`src/rtl/tlb_inval_pkg.sv`:
```
package tlb_inval_pkg;

  localparam int NUM_WAYS = 2;
  localparam int NUM_BUFS = 2;

  typedef enum logic [1:0] {
    OP_INVAL     = 2'd0,
    OP_SYNC      = 2'd1,
    OP_INVAL_ALL = 2'd2,
    OP_RSVD      = 2'd3
  } tlb_op_e;

  typedef enum logic {
    ST_IDLE      = 1'b0,
    ST_SYNC_WAIT = 1'b1
  } req_state_e;

endpackage

```
`src/rtl/tlb_req_ctrl.sv`:
```
module tlb_req_ctrl
  import tlb_inval_pkg::*;
(
  input  logic       clk,
  input  logic       rst,
  input  logic       req_valid,
  input  logic [1:0] req_op,
  input  logic       sync_busy,
  output logic       req_ready,
  output logic       inv_en,
  output logic       done_o,
  output logic       illegal_o
);

  req_state_e state_q;
  tlb_op_e    op;
  logic       accept;

  assign op        = tlb_op_e'(req_op);
  assign req_ready = (state_q == ST_IDLE);
  assign accept    = req_valid && req_ready;
  assign inv_en    = accept && (op == OP_INVAL);

  always_ff @(posedge clk) begin
    if (rst) begin
      state_q   <= ST_IDLE;
      done_o    <= 1'b0;
      illegal_o <= 1'b0;
    end else begin
      done_o    <= 1'b0;
      illegal_o <= 1'b0;
      case (state_q)
        ST_IDLE: begin
          if (accept) begin
            case (op)
              OP_INVAL: done_o    <= 1'b1;
              OP_SYNC:  state_q   <= ST_SYNC_WAIT;
              default:  illegal_o <= 1'b1;
            endcase
          end
        end
        ST_SYNC_WAIT: begin
          if (!sync_busy) begin
            done_o  <= 1'b1;
            state_q <= ST_IDLE;
          end
        end
        default: state_q <= ST_IDLE;
      endcase
    end
  end

endmodule

```
`src/rtl/tlb_set_array.sv`:
```
module tlb_set_array
  import tlb_inval_pkg::*;
#(
  parameter int SETS_LG = 6,
  parameter int TAG_W   = 14
) (
  input  logic               clk,
  input  logic               rst,
  input  logic               inv_en,
  input  logic [SETS_LG-1:0] inv_idx,
  input  logic               fill_en,
  input  logic [SETS_LG-1:0] fill_idx,
  input  logic [TAG_W-1:0]   fill_tag,
  input  logic               lk_en,
  input  logic [SETS_LG-1:0] lk_idx,
  input  logic [TAG_W-1:0]   lk_tag,
  output logic               hit_o,
  output logic               way_o
);

  localparam int SETS = 1 << SETS_LG;

  logic [SETS-1:0]     repl_q;
  logic                fill_way;
  logic [NUM_WAYS-1:0] way_hit;

  assign fill_way = repl_q[fill_idx];

  for (genvar w = 0; w < NUM_WAYS; w++) begin : g_way
    logic [TAG_W-1:0] tag_mem [SETS];
    logic [SETS-1:0]  vld_q;
    logic             wr_here;

    assign wr_here = fill_en && (fill_way == w[0]);

    // tag storage: no reset, single write port
    always_ff @(posedge clk) begin
      if (wr_here) tag_mem[fill_idx] <= fill_tag;
    end

    // valid bits: invalidate takes priority over a fill to the same set
    always_ff @(posedge clk) begin
      if (rst) begin
        vld_q <= '0;
      end else begin
        if (wr_here) vld_q[fill_idx] <= 1'b1;
        if (inv_en)  vld_q[inv_idx]  <= 1'b0;
      end
    end

    assign way_hit[w] = vld_q[lk_idx] && (tag_mem[lk_idx] == lk_tag);
  end

  assign hit_o = |way_hit;
  assign way_o = way_hit[1];

  always_ff @(posedge clk) begin
    if (rst) begin
      repl_q <= '0;
    end else if (fill_en) begin
      repl_q[fill_idx] <= ~fill_way;
    end else if (lk_en && hit_o) begin
      repl_q[lk_idx] <= ~way_o;
    end
  end

endmodule

```
`src/rtl/tlb_inval_ctrl.sv`:
```
module tlb_inval_ctrl
  import tlb_inval_pkg::*;
#(
  parameter int EA_W     = 32,
  parameter int PAGE_LSB = 12,
  parameter int SETS_LG  = 6
) (
  input  logic            clk,
  input  logic            rst,
  input  logic            req_valid,
  output logic            req_ready,
  input  logic [1:0]      req_op,
  input  logic [EA_W-1:0] req_ea,
  input  logic            sync_busy_i,
  output logic            done_o,
  output logic            illegal_o,
  input  logic            fill_valid,
  input  logic            fill_sel,
  input  logic [EA_W-1:0] fill_ea,
  input  logic            lk_valid,
  input  logic            lk_sel,
  input  logic [EA_W-1:0] lk_ea,
  output logic            lk_rsp_valid,
  output logic            lk_hit,
  output logic            lk_way
);

  localparam int TAG_LSB = PAGE_LSB + SETS_LG;
  localparam int TAG_W   = EA_W - TAG_LSB;

  logic                inv_en;
  logic [SETS_LG-1:0]  inv_idx;
  logic [NUM_BUFS-1:0] buf_hit;
  logic [NUM_BUFS-1:0] buf_way;

  assign inv_idx = req_ea[PAGE_LSB +: SETS_LG];

  tlb_req_ctrl u_req (
    .clk       (clk),
    .rst       (rst),
    .req_valid (req_valid),
    .req_op    (req_op),
    .sync_busy (sync_busy_i),
    .req_ready (req_ready),
    .inv_en    (inv_en),
    .done_o    (done_o),
    .illegal_o (illegal_o)
  );

  for (genvar b = 0; b < NUM_BUFS; b++) begin : g_buf
    tlb_set_array #(
      .SETS_LG (SETS_LG),
      .TAG_W   (TAG_W)
    ) u_arr (
      .clk      (clk),
      .rst      (rst),
      .inv_en   (inv_en),
      .inv_idx  (inv_idx),
      .fill_en  (fill_valid && (fill_sel == b[0])),
      .fill_idx (fill_ea[PAGE_LSB +: SETS_LG]),
      .fill_tag (fill_ea[TAG_LSB +: TAG_W]),
      .lk_en    (lk_valid && (lk_sel == b[0])),
      .lk_idx   (lk_ea[PAGE_LSB +: SETS_LG]),
      .lk_tag   (lk_ea[TAG_LSB +: TAG_W]),
      .hit_o    (buf_hit[b]),
      .way_o    (buf_way[b])
    );
  end

  always_ff @(posedge clk) begin
    if (rst) begin
      lk_rsp_valid <= 1'b0;
      lk_hit       <= 1'b0;
      lk_way       <= 1'b0;
    end else begin
      lk_rsp_valid <= lk_valid;
      lk_hit       <= lk_valid && buf_hit[lk_sel];
      lk_way       <= buf_way[lk_sel];
    end
  end

endmodule

```
`config.mk`:
```
export PLATFORM = sky130hd
export DESIGN_NAME = tlb_inval_ctrl
export DESIGN_NICKNAME = d
export VERILOG_FILES = /design/src/rtl/tlb_inval_pkg.sv /design/src/rtl/tlb_req_ctrl.sv /design/src/rtl/tlb_set_array.sv /design/src/rtl/tlb_inval_ctrl.sv
export SDC_FILE = /design/constraint.sdc
export NUM_CORES = 2
export LEC_CHECK = 0
export ABC_CLOCK_PERIOD_IN_PS = 4800
export BUFFER_PORTS_ARGS = -buffer_cell sky130_fd_sc_hd__buf_2
export CAP_MARGIN = 40
export CORE_MARGIN = 2
export CORE_UTILIZATION = 32
export DETAILED_ROUTE_END_ITERATION = 16
export MAX_ROUTING_LAYER = met4
export SLEW_MARGIN = 20
export SYNTH_ARGS = -nofsm -noshare
export SYNTH_HDL_FRONTEND = slang
export SYNTH_HIERARCHICAL = 1
export SYNTH_SLANG_ARGS = --single-unit
```
`constraint.sdc`:
```
create_clock -name clk -period 4.8 [get_ports clk]
set_input_delay 0.96 -clock clk [delete_from_list [all_inputs] [get_ports clk]]
set_output_delay 0.96 -clock clk [all_outputs]
set_load 0.02 [all_outputs]
```
==> impl_metrics.toml <==
[synthesis]
syn_nets = 9641
synthMuxAreaShare_pct = 11.2
synth_async_sr_flop_share_pct = 0
synth_top_area_share_pct = 67.4
yosysWarnings = 6
synth.most_common_cell = "edfxtp_1"
ys_seq_area_share_pct = 72.3
postSynthCellCount = 9535
synth_common_cells = "edfxtp_1, mux2i_1, a22oi_1"
synthXorXnorAreaFrac_pct = 0.252
synth_compound_area_share_pct = 9.55
syn_avg_cell_area_sq_um = 16.8
yosysUniqueCellTypes = 98
synth_flop_cell = "edfxtp_1"
ys_seq_elements = 3974
synthAdderAreaFrac_pct = 0
synth_area_leaders = "edfxtp_1, mux4_2, dfxtp_1"
synthSimpleGateAreaFrac_pct = 4.45
synth_edf_count = 3584
syn-cell-area_sq_um = 160000
yosys.area.top_type = "edfxtp_1"
synth_top_family_by_area = "multiplexers"

[detailed_routing]
vias_per_cell = 5.69
routedWlPerCell_um = 33.0
drt-total-wl_um = 599000
drtPass1Iterations = 5
drcViolationCount = 0
drt_iter0_drc = 15651
vias = 103341
final_antenna_net_count = 0

[floorplan]
die_w_um = 711
coreArea_sq_um = 497000
start_util_pct = 32.1
die_h_um = 711
io_pins = 112
rows = 259
dieArea_sq_um = 505000

[grt]
grt.total_usage_pct = 23.8
grt_max_degree = 120
groute.layer.met3.usage_pct = 3.88
grt-ovfl-total = 0
grt_pass1_wl_um = 816000
grt_util_met2_pct = 36.3
grt_pass1_vias = 98135
grt_use_met1_pct = 31.8
top_usage_layer = "met2"
grt_antenna_before_repair = 46

[final_layout]
fillers = 45099
final_nets = 11230
register_area_sq_um = 115000
largest_reg_flops = 3584
drive_gt1_share_pct = 28.5
area_growth_pct = 24.1
top_register = "g_buf.u_arr/g_way.tag_mem"
reg.largest.list = "g_buf.u_arr/g_way.tag_mem (3584), g_buf.u_arr/g_way.vld_q (256), g_buf.u_arr/repl_q (128)"
multiInputGateArea_sq_um = 41500

[pwr]
p_leak_nw = 66.6
p_per_area_nw_per_um2 = 375
p_total_w = 0.0744
vdd_ir_drop_max_mv = 0.322

[timing]
drv_slew = 0
rsz0062_at_grt = "no"
fin_worst_skew_ns = 0.0446
tightestPinTransition_ns = 1.16
setup_slack_ns = 0.0958
slew_headroom_pct = 22.8
finalHoldViolations = 0
period_share_pct = 98.0
setup_viol = 0
timing.fmax_mhz = 213
fin_crit_ns = 4.70

[placement]
io_buffers = 61
gp_congestion = 1.02
hpwl_um = 407000
pre_cts_ws_ns = -0.904

[cts]
clockBufferDepth = 4
ctsHtreeMaxLevel = 5
clock_latency_ns = 0.99
clkSinkCount = 3974
cts_buffers = 404
holdBufCountCts = 0
cts_tree = "done"
cts-root-buf = "clkbuf_16"
clk_pin_slew_ns = 0.06

[worst_setup_path]
critPathBufInv = 8
critical_path_class = "in2reg"
slowest_stage = "mux4_2"
crit_path_cell_trace = "buf_8 -> buf_12 -> buf_4 -> mux4_2 -> mux2i_2 -> buf_4 -> o22a_1 -> nand3_1 -> or3_1 -> buf_4 -> a221oi_1 -> and4bb_1 -> nand4b_2 -> buf_12 -> buf_4 -> a21oi_4 -> buf_4 -> nand3_1 -> a21oi_1"
arrival_ns = 5.61
cp_max_fo = 21
worstPathRequired_ns = 5.70
critical_path.top_delay_family = "buffers and inverters"
end_kind = "flip-flop"
cp_slowest_stage_delay_ns = 0.53
startpoint_type = "primary input"
path_common_cell = "buf_4"

[min_path]
hold_path.class = "in2reg"

[flow_run]
drv_cap = 0

[status]
status = "complete, no violations"
-- through the flow --
| step | instance area, sq um | setup TNS [ns] | util, % | std cells | hold slack [ns] |
|---|---|---|---|---|---|
| 2_1_floorplan | 160000 | 0 | - | 9535 | 0.432 |
| 3_3_place_gp | 185000 | -98.61 | 37.2 | 17363 | 0.440 |
| 3_5_place_dp | 185000 | -92.17 | 37.2 | 17369 | 0.446 |
| 4_1_cts | 198000 | 0 | 39.8 | 18117 | 0.181 |
| 5_1_grt | 198000 | 0 | 39.8 | 18165 | 0.248 |
| 6_report | 198000 | 0 | 39.8 | 18173 | 0.253 |
-- cell usage in the layout (no fill, tap or decap), drive strengths merged, types with 52 or more instances in the layout --
master	n
nor3	76
a21oi	399
a311oi	54
dfxtp	390
a211oi	68
mux4	396
nor2	381
o21a	262
o21ai	176
a22oi	410
buf	1839
a221oi	238
mux2	144
nand2	345
clkbuf	531
diode	52
clkinv	172
mux2i	732
and3	62
nand3	176
edfxtp	3584
o22ai	126
a31oi	80
-- cell type report --
class / count / area share [%]
diodes: 52 / 0.0657
inverters: 29 / 0.0612
clock inverters: 223 / 0.978
multi-input cells: 4870 / 20.9
flip-flops and latches: 3974 / 58.2
well taps: 6655 / 4.20
clock buffers: 525 / 5.49
repair buffers: 1845 / 10.0
-- final timing paths --
check	start	cells after the start	endpoint	slack (ns)
hold reg to reg	g_buf[0].u_arr/g_way[0].vld_q[42]$_SDFF_PP0_	1	g_buf[0].u_arr/g_way[0].vld_q[42]$_SDFF_PP0_	0.46
setup reg to reg	g_buf[0].u_arr/g_way[1].tag_mem[36][1]$_DFFE_PP_	12	g_buf[0].u_arr/repl_q[31]$_SDFFE_PP0P_	0.57
setup / recovery	lk_ea[12]	19	g_buf[1].u_arr/repl_q[43]$_SDFFE_PP0P_	0.1
hold / removal	sync_busy_i	3	u_req/state_q$_SDFF_PP0_	0.25
-- what timing repair did --
item	CTS	global route
setup endpoints to repair	0	38
endpoints found under the hold margin	0	0
setup buffers	0	1
gates resized for setup	0	3
-- logic make-up (layout without fill, tap and decap cells) --
| family | Yosys count | count (layout) |
|---|---|---|
| DFF | 3974 | 3974 |
| muxes | 1272 | 1272 |
| AOI/OAI and AO/OA | 2146 | 2146 |
| and+or+nand+nor | 1406 | 1406 |
| xor gates and xnor gates | 46 | 46 |
| buffers and inverters | 691 | 2622 |
| other | 0 | 52 |
-- worst min-delay path: cells and delay by family --
kind / cells / cell delay, ns
compound gates: 1 / 0.06
buf+inv: 1 / 0.10
simple gates: 1 / 0.06
-- where the power goes --
part           internal [W]  switching (W)  leakage [nW]
Combinational       0.00203        0.00352          25.0
Clock                0.0174         0.0137          6.22
Sequential           0.0378      0.0000268          35.3
Total                0.0572         0.0172          66.6
-- metal layers --
metal | wire (um) | up-vias | part of all wire, %
li1 | - | 42209 | -
met1 | 243000 | 54096 | 40
met2 | 273000 | 5950 | 46
met3 | 55700 | 1086 | 9.3
met4 | 28300 | 0 | 4.7
met5 | 0 | - | 0
Note: power is estimated with default switching activity, not from simulation.
